$ cat src/rtl/ctr_port_pkg.sv
package ctr_port_pkg;

    // Command access field; 0 is the snapshot command
    typedef enum logic [1:0] {
        ACC_SNAP = 2'b00,
        ACC_LOW  = 2'b01,
        ACC_HIGH = 2'b10,
        ACC_BOTH = 2'b11
    } acc_e;

    typedef enum logic {
        WS_LOW,
        WS_HIGH
    } wr_state_e;

    typedef enum logic [1:0] {
        RS_LIVE_LO,
        RS_LIVE_HI,
        RS_SNAP_LO,
        RS_SNAP_HI
    } rd_state_e;

endpackage

$ cat src/rtl/cp_cmd_decode.sv
module cp_cmd_decode
    import ctr_port_pkg::*;
(
    input  logic       clk,
    input  logic       rst_n,
    input  logic       cmd_wr,
    input  logic [1:0] cmd_access,
    output acc_e       mode,
    output logic       mode_set,
    output logic       snap_req
);

    acc_e acc_in;

    always_comb begin
        acc_in   = acc_e'(cmd_access);
        mode_set = cmd_wr && (acc_in != ACC_SNAP);
        snap_req = cmd_wr && (acc_in == ACC_SNAP);
    end

    always_ff @(posedge clk) begin
        if (!rst_n) begin
            mode <= ACC_BOTH;
        end else if (mode_set) begin
            mode <= acc_in;
        end
    end

endmodule

$ cat src/rtl/cp_write_fsm.sv
module cp_write_fsm
    import ctr_port_pkg::*;
#(
    parameter int BYTE_W = 8,
    localparam int CNT_W = 2 * BYTE_W
) (
    input  logic              clk,
    input  logic              rst_n,
    input  acc_e              mode,
    input  logic              mode_set,
    input  logic              cmd_busy,
    input  logic              data_wr,
    input  logic [BYTE_W-1:0] wdata,
    output logic [CNT_W-1:0]  reload_val,
    output logic              reload_load
);

    wr_state_e         state_q, state_d;
    logic [BYTE_W-1:0] low_q, low_d;
    logic [CNT_W-1:0]  val_d;
    logic              load_d;
    logic              take;

    assign take = data_wr && !cmd_busy;

    // State register
    always_ff @(posedge clk) begin
        if (!rst_n) begin
            state_q <= WS_LOW;
        end else begin
            state_q <= state_d;
        end
    end

    // Next state
    always_comb begin
        state_d = state_q;
        if (mode_set) begin
            state_d = WS_LOW;
        end else if (take && mode == ACC_BOTH) begin
            unique case (state_q)
                WS_LOW:  state_d = WS_HIGH;
                WS_HIGH: state_d = WS_LOW;
                default: state_d = WS_LOW;
            endcase
        end
    end

    // Output data
    always_comb begin
        val_d  = reload_val;
        load_d = 1'b0;
        low_d  = low_q;
        if (take) begin
            unique case (mode)
                ACC_LOW: begin
                    val_d  = {{BYTE_W{1'b0}}, wdata};
                    load_d = 1'b1;
                end
                ACC_HIGH: begin
                    val_d  = {wdata, {BYTE_W{1'b0}}};
                    load_d = 1'b1;
                end
                ACC_BOTH: begin
                    if (state_q == WS_LOW) begin
                        low_d = wdata;
                    end else begin
                        val_d  = {wdata, low_q};
                        load_d = 1'b1;
                    end
                end
                default: begin
                    load_d = 1'b0;
                end
            endcase
        end
    end

    always_ff @(posedge clk) begin
        if (!rst_n) begin
            reload_val  <= '0;
            reload_load <= 1'b0;
            low_q       <= '0;
        end else begin
            reload_val  <= val_d;
            reload_load <= load_d;
            low_q       <= low_d;
        end
    end

endmodule

$ cat src/rtl/cp_read_fsm.sv
module cp_read_fsm
    import ctr_port_pkg::*;
#(
    parameter int BYTE_W = 8,
    localparam int CNT_W = 2 * BYTE_W
) (
    input  logic              clk,
    input  logic              rst_n,
    input  acc_e              mode,
    input  logic              mode_set,
    input  logic              snap_req,
    input  logic              cmd_busy,
    input  logic              data_rd,
    input  logic [CNT_W-1:0]  live_count,
    output logic [BYTE_W-1:0] rdata,
    output logic              snap_valid
);

    rd_state_e        state_q, state_d;
    logic [CNT_W-1:0] snap_q;
    logic [CNT_W-1:0] src;
    logic             pick_hi;
    logic             take;
    logic             single;

    assign take   = data_rd && !cmd_busy;
    assign single = (mode == ACC_LOW) || (mode == ACC_HIGH);

    // State register
    always_ff @(posedge clk) begin
        if (!rst_n) begin
            state_q <= RS_LIVE_LO;
        end else begin
            state_q <= state_d;
        end
    end

    // Next state
    always_comb begin
        state_d = state_q;
        if (mode_set) begin
            state_d = RS_LIVE_LO;
        end else if (snap_req) begin
            unique case (state_q)
                RS_LIVE_LO, RS_LIVE_HI: state_d = RS_SNAP_LO;
                RS_SNAP_LO, RS_SNAP_HI: state_d = state_q;
                default:                state_d = RS_LIVE_LO;
            endcase
        end else if (take) begin
            if (single) begin
                state_d = RS_LIVE_LO;
            end else begin
                unique case (state_q)
                    RS_LIVE_LO: state_d = RS_LIVE_HI;
                    RS_LIVE_HI: state_d = RS_LIVE_LO;
                    RS_SNAP_LO: state_d = RS_SNAP_HI;
                    RS_SNAP_HI: state_d = RS_LIVE_LO;
                    default:    state_d = RS_LIVE_LO;
                endcase
            end
        end
    end

    // Snapshot capture, only on entry to a held state
    always_ff @(posedge clk) begin
        if (!rst_n) begin
            snap_q <= '0;
        end else if (!mode_set && snap_req && !snap_valid) begin
            snap_q <= live_count;
        end
    end

    // Outputs
    always_comb begin
        snap_valid = (state_q == RS_SNAP_LO) || (state_q == RS_SNAP_HI);
        src        = snap_valid ? snap_q : live_count;
        unique case (mode)
            ACC_LOW:  pick_hi = 1'b0;
            ACC_HIGH: pick_hi = 1'b1;
            ACC_BOTH: pick_hi = (state_q == RS_LIVE_HI) || (state_q == RS_SNAP_HI);
            default:  pick_hi = 1'b0;
        endcase
        rdata = pick_hi ? src[CNT_W-1:BYTE_W] : src[BYTE_W-1:0];
    end

endmodule

$ cat src/rtl/ctr_byte_port.sv
module ctr_byte_port
    import ctr_port_pkg::*;
#(
    parameter int BYTE_W = 8,
    localparam int CNT_W = 2 * BYTE_W
) (
    input  logic              clk,
    input  logic              rst_n,
    input  logic              cmd_wr,
    input  logic [1:0]        cmd_access,
    input  logic              data_wr,
    input  logic              data_rd,
    input  logic [BYTE_W-1:0] wdata,
    input  logic [CNT_W-1:0]  live_count,
    output logic [CNT_W-1:0]  reload_val,
    output logic              reload_load,
    output logic [BYTE_W-1:0] rdata
);

    acc_e mode;
    logic mode_set;
    logic snap_req;
    logic snap_valid;

    cp_cmd_decode u_dec (
        .clk        (clk),
        .rst_n      (rst_n),
        .cmd_wr     (cmd_wr),
        .cmd_access (cmd_access),
        .mode       (mode),
        .mode_set   (mode_set),
        .snap_req   (snap_req)
    );

    cp_write_fsm #(.BYTE_W(BYTE_W)) u_wr (
        .clk         (clk),
        .rst_n       (rst_n),
        .mode        (mode),
        .mode_set    (mode_set),
        .cmd_busy    (cmd_wr),
        .data_wr     (data_wr),
        .wdata       (wdata),
        .reload_val  (reload_val),
        .reload_load (reload_load)
    );

    cp_read_fsm #(.BYTE_W(BYTE_W)) u_rd (
        .clk        (clk),
        .rst_n      (rst_n),
        .mode       (mode),
        .mode_set   (mode_set),
        .snap_req   (snap_req),
        .cmd_busy   (cmd_wr),
        .data_rd    (data_rd),
        .live_count (live_count),
        .rdata      (rdata),
        .snap_valid (snap_valid)
    );

endmodule

$ cat config.mk
export PLATFORM = sky130hd
export DESIGN_NAME = ctr_byte_port
export DESIGN_NICKNAME = d
export VERILOG_FILES = /design/src/rtl/ctr_port_pkg.sv /design/src/rtl/cp_cmd_decode.sv /design/src/rtl/cp_write_fsm.sv /design/src/rtl/cp_read_fsm.sv /design/src/rtl/ctr_byte_port.sv
export SDC_FILE = /design/constraint.sdc
export NUM_CORES = 1
export LEC_CHECK = 0
export ABC_AREA = 0
export ABC_CLOCK_PERIOD_IN_PS = 5400
export BUFFER_PORTS_ARGS = -buffer_cell sky130_fd_sc_hd__buf_2
export CELL_PAD_IN_SITES_DETAIL_PLACEMENT = 0
export CELL_PAD_IN_SITES_GLOBAL_PLACEMENT = 1
export CORE_AREA = 2 2 88 90
export CTS_CLUSTER_SIZE = 28
export DETAILED_ROUTE_END_ITERATION = 10
export DIE_AREA = 0 0 90 92
export GPL_ROUTABILITY_DRIVEN = 0
export PLACE_DENSITY_LB_ADDON = 0.3
export SYNTH_ARGS = -nofsm -noshare
export SYNTH_HDL_FRONTEND = slang
export SYNTH_SLANG_ARGS = --single-unit
$ cat constraint.sdc
create_clock -name clk -period 5.4 [get_ports clk]
set_input_delay 0.54 -clock clk [delete_from_list [all_inputs] [get_ports clk]]
set_output_delay 0.54 -clock clk [all_outputs]
set_load 0.02 [all_outputs]
# Word level (Yosys, flattened, before mapping)
# Index checks and enable logic that the tools add are counted.
# W data, S select, Z words.
# totals
register_bits	46
latchBits	0
mem_bits_rw	0
mem_bits_ro	0
inputBits	31
wordCells	57
n_memories	0
# op_classes
add_sub_neg	0
mul	0
div_mod_pow	0
order_cmp	0
eq_ne	8
n_shift	0
muxes	13
bitwise	2
reduce_logical	27
# op_table
operator	n
$pmux W16 S3	1
$mux W16	2
$reduce_or A2 Y1	5
$eq A2 B2 Y1 const B	4
$mux W2	4
$mux W8	1
$logic_and A1 B1 Y1	7
$pmux W1 S2	3
$pmux W2 S3	1
$reduce_and A3 Y1	2
$eq A2 B1 Y1 const B	2
$logic_not A2 Y1	2
$ne A2 B2 Y1 const B	2
$reduce_and A2 Y1	2
$reduce_bool A2 Y1	2
$logic_not A1 Y1	3
$logic_or A1 B1 Y1	3
$reduce_bool A3 Y1	1
$not A1 Y1	2
$mux W1	1

# Logic depth before layout (Yosys ltp)
# logic_depth
word_depth	6
ltp_mapped	8

# Modules after synthesis
# A second synthesis with hierarchy kept.
# hier_totals
hier_cells	239
hier_area_um2	2259.7
# by_module_without_submodules
module	instances	cells_each	area_each_um2
cp_write_fsm	1	135	1224.9
cp_read_fsm	1	95	948.4
cp_cmd_decode	1	9	86.3

# Worst setup path before layout
# Ideal clock, no wire load.
# synth_path
path_type	reg2out
from	reg u_dec.mode[0]
to	out rdata[0]
arrival_time_ps	1800
slack_ps	3060
stages_incl_launch_ff	6
n_path_buf	1
cell_sequence	dfxtp_1 > inv_1 > ha_1 > buf_2 > a21oi_2 > mux4_2
# synth_between
elab_chain_cells	3
elab_cells_between_ends	4
classes_between	eq/ne: 2; mux: 2
# synth_lines
item	line	text
from (decl)	cp_cmd_decode.sv:8	output acc_e mode,
from (signal assigned)	cp_cmd_decode.sv:25	mode <= acc_in;
$eq A2 B2 Y1	cp_read_fsm.sv:77	unique case (mode)
$pmux W1 S2 *	cp_read_fsm.sv:77	
$mux W8 *	cp_read_fsm.sv:83	rdata = pick_hi ? src[CNT_W-1:BYTE_W] : src[BYTE_W-1:0];
to (decl)	ctr_byte_port.sv:17	output logic [BYTE_W-1:0] rdata
# Every way passes the cells marked *; elsewhere a longest branch is shown, timed or not.

# Worst setup path after layout
# layout_path
from	reg u_dec.mode[1]
to	out rdata[0]
# Same word-level chain as after synthesis.

==> flow_metrics.env <==
export IMPL_finClkSkew_ns=0.0164
export IMPL_dieArea_mm2=0.00828
export IMPL_overflow=0
export IMPL_multi_input_area_mm2=0.00113
export IMPL_start_util_pct=29.0
export IMPL_cts_resized=0
export IMPL_ant_nets=0
export IMPL_power_density_mw_per_mm2=283
export IMPL_drc=0
export IMPL_die_h_um=92
export IMPL_cts_setup_buffers=0
export IMPL_cts_clk_slew_worst_paths_ns=0.09
export IMPL_final_common_cell="nand2_1"
export IMPL_netlist_area_mm2=0.00216
export IMPL_io_pins=56
export IMPL_cts_buffer_depth=2
export IMPL_wl_um=5130
export IMPL_cts_tree="built"
export IMPL_coreArea_mm2=0.00745
export IMPL_synth_seq_cells=46
export IMPL_outcome="finished, final reports clean"
export IMPL_fp_row_count=32
export IMPL_place_hpwl_um=3650
export IMPL_end_kind="primary output"
export IMPL_antenna_cells=0
export IMPL_nets=313
export IMPL_h_tree_depth=2
export IMPL_rsz0062_at_grt="no"
export IMPL_startpoint_type="register"
export IMPL_p_leak_nw=1.05
export IMPL_grt_pass1_vias=1658
export IMPL_fin_util_pct=34.6
export IMPL_crit_type="register to primary output"
export IMPL_postCtsHoldBufs=0
export IMPL_holdWs_ns=0.461
export IMPL_hold_viol=0
export IMPL_fmax_mhz=315
export IMPL_track_usage_pct=12.7
export IMPL_post_route_period_util_pct=58.7
export IMPL_cap_violations=0
export IMPL_ys_seq_area_share_pct=42.7
export IMPL_min_path_type="register to register"
export IMPL_postSynth_asyncResetShare_pct=0
export IMPL_drt_initial_drc_count=86
export IMPL_layout_common_cells="62 x nand2_1, 55 x buf_2, 46 x dfxtp_1, 22 x a21boi_0, 11 x a21oi_1"
export IMPL_vias=1782
export IMPL_regArea_um2=921
export IMPL_ir_drop_uv=96.5
export IMPL_finalSetupTns_ns=0
export IMPL_cts_sinks=46
export IMPL_tightest_slew_ns=0.859
export IMPL_cts_root_buf="clkbuf_8"
export IMPL_synth_warnings=0
export IMPL_synthCells=237
export IMPL_avgRoutedWirePerCell_um=13.4
export IMPL_max_slew_margin_pct=42.7
export IMPL_die_w_um=90
export IMPL_grt_max_degree=54
export IMPL_synth_nets=271
export IMPL_synth_ff_type="dfxtp_1"
export IMPL_cp_required_ns=4.86
export IMPL_area_delta_synth_final_pct=19.2
export IMPL_numCtsBuffers=5
export IMPL_worstPathArrival_ns=2.63
export IMPL_grt_pass1_wl_um=8440
export IMPL_cp_max_fo=23
export IMPL_slew_viol_final=0
export IMPL_vias_per_cell=4.66
export IMPL_synth_edf_count=0
export IMPL_place_port_buffers=55
export IMPL_ys_types=30
export IMPL_antenna_found_initial=0
export IMPL_nFillCells=833
export IMPL_first_pass_iters=4
export IMPL_syn_avg_cell_area_um2=9.11
export IMPL_drive_above_1_share_pct=26.4
export IMPL_min_period_ns=3.17
export IMPL_clk_latency_ns=0.30
export IMPL_setup_violations=0
worst max-delay path, cell delays in order (launching register included):
cell	delay (ns)
dfxtp_1	0.44
ha_1	0.50
a21oi_2	0.64
mux4_2	0.58
buf_2	0.17
stage by stage:
stage / power [mW] / std cells / worst slack, ns / cell area [um^2]
global placement: 0.481 / 374 / 2.52 / 2460
floorplan: 0.444 / 237 / 3.06 / 2160
finish: 0.727 / 382 / 2.23 / 2570
detailed placement: 0.482 / 374 / 2.46 / 2460
global route: 0.762 / 382 / 1.98 / 2570
CTS: 0.736 / 382 / 2.12 / 2570
power breakdown:
part / internal, mW / switching, mW / total [mW]
clock network: 0.136 / 0.119 / 0.256
registers: 0.351 / 0.00901 / 0.360
logic: 0.0469 / 0.0653 / 0.112
final cells by class:
type                    count  share of cell area, %
repair buffers             56                   11.0
inverters                   2                  0.292
well taps                 102                   4.96
clock inverters             3                   1.56
multi-input cells         168                   43.8
clock buffers               5                   2.67
flip-flops and latches     46                   35.8
layer usage:
layer / share of wire, % / wire length (um) / track usage (%)
met1: 47 / 2420 / 17.2
met2: 48 / 2440 / 19.7
met3: 3.6 / 186 / 3.29
met4: 1.6 / 81 / 4.62
met5: 0 / 0 / 0
final timing paths:
path                         from            endpoint  slack (ns)  cells past startpoint
setup / recovery    u_dec.mode[1]            rdata[0]        2.23                      4
hold / removal    u_rd.snap_q[14]     u_rd.snap_q[14]        0.46                      2
setup reg to reg    u_dec.mode[1]  u_wr.reload_val[8]        2.63                      4
hold reg to reg   u_rd.snap_q[14]     u_rd.snap_q[14]        0.46                      2
flip-flops by register name, indices dropped and copies added, names as in the netlist:
name and cells:
u_wr.reload_val 16, u_wr.reload_load 1, u_wr.low_q 8, u_dec.mode 2
u_rd.state_q 2, u_wr.state_q 1, u_rd.snap_q 16
cell usage after synthesis (2+ instances only):
| master | count | area, um^2 |
|---|---|---|
| ha_1 | 3 | 37.5 |
| a21boi_1 | 2 | 15.0 |
| a21oi_1 | 11 | 55.1 |
| o21ai_1 | 8 | 40.0 |
| nand2_1 | 62 | 233 |
| clkbuf_1 | 11 | 41.3 |
| buf_2 | 8 | 40.0 |
| o211ai_1 | 9 | 67.6 |
| dfxtp_1 | 46 | 921 |
| mux2i_1 | 8 | 80.1 |
| or3b_1 | 2 | 17.5 |
| o21ai_0 | 2 | 10.0 |
| nor3b_1 | 9 | 67.6 |
| a21boi_0 | 22 | 165 |
| nand3_1 | 9 | 45.0 |
| inv_1 | 2 | 7.51 |
| nor2_1 | 2 | 7.51 |
| buf_6 | 2 | 22.5 |
| mux4_2 | 8 | 180 |
cells by family after synthesis:
family | count (synthesis) | share of synthesized area, %
adders and majority gates | 3 | 1.74
and+or+nand+nor | 93 | 21.3
DFF | 46 | 42.7
muxes | 16 | 12.1
buffers and inverters | 23 | 5.16
AOI/OAI and AO/OA | 56 | 17.0
No activity file was read; power rests on OpenSTA's default activity.
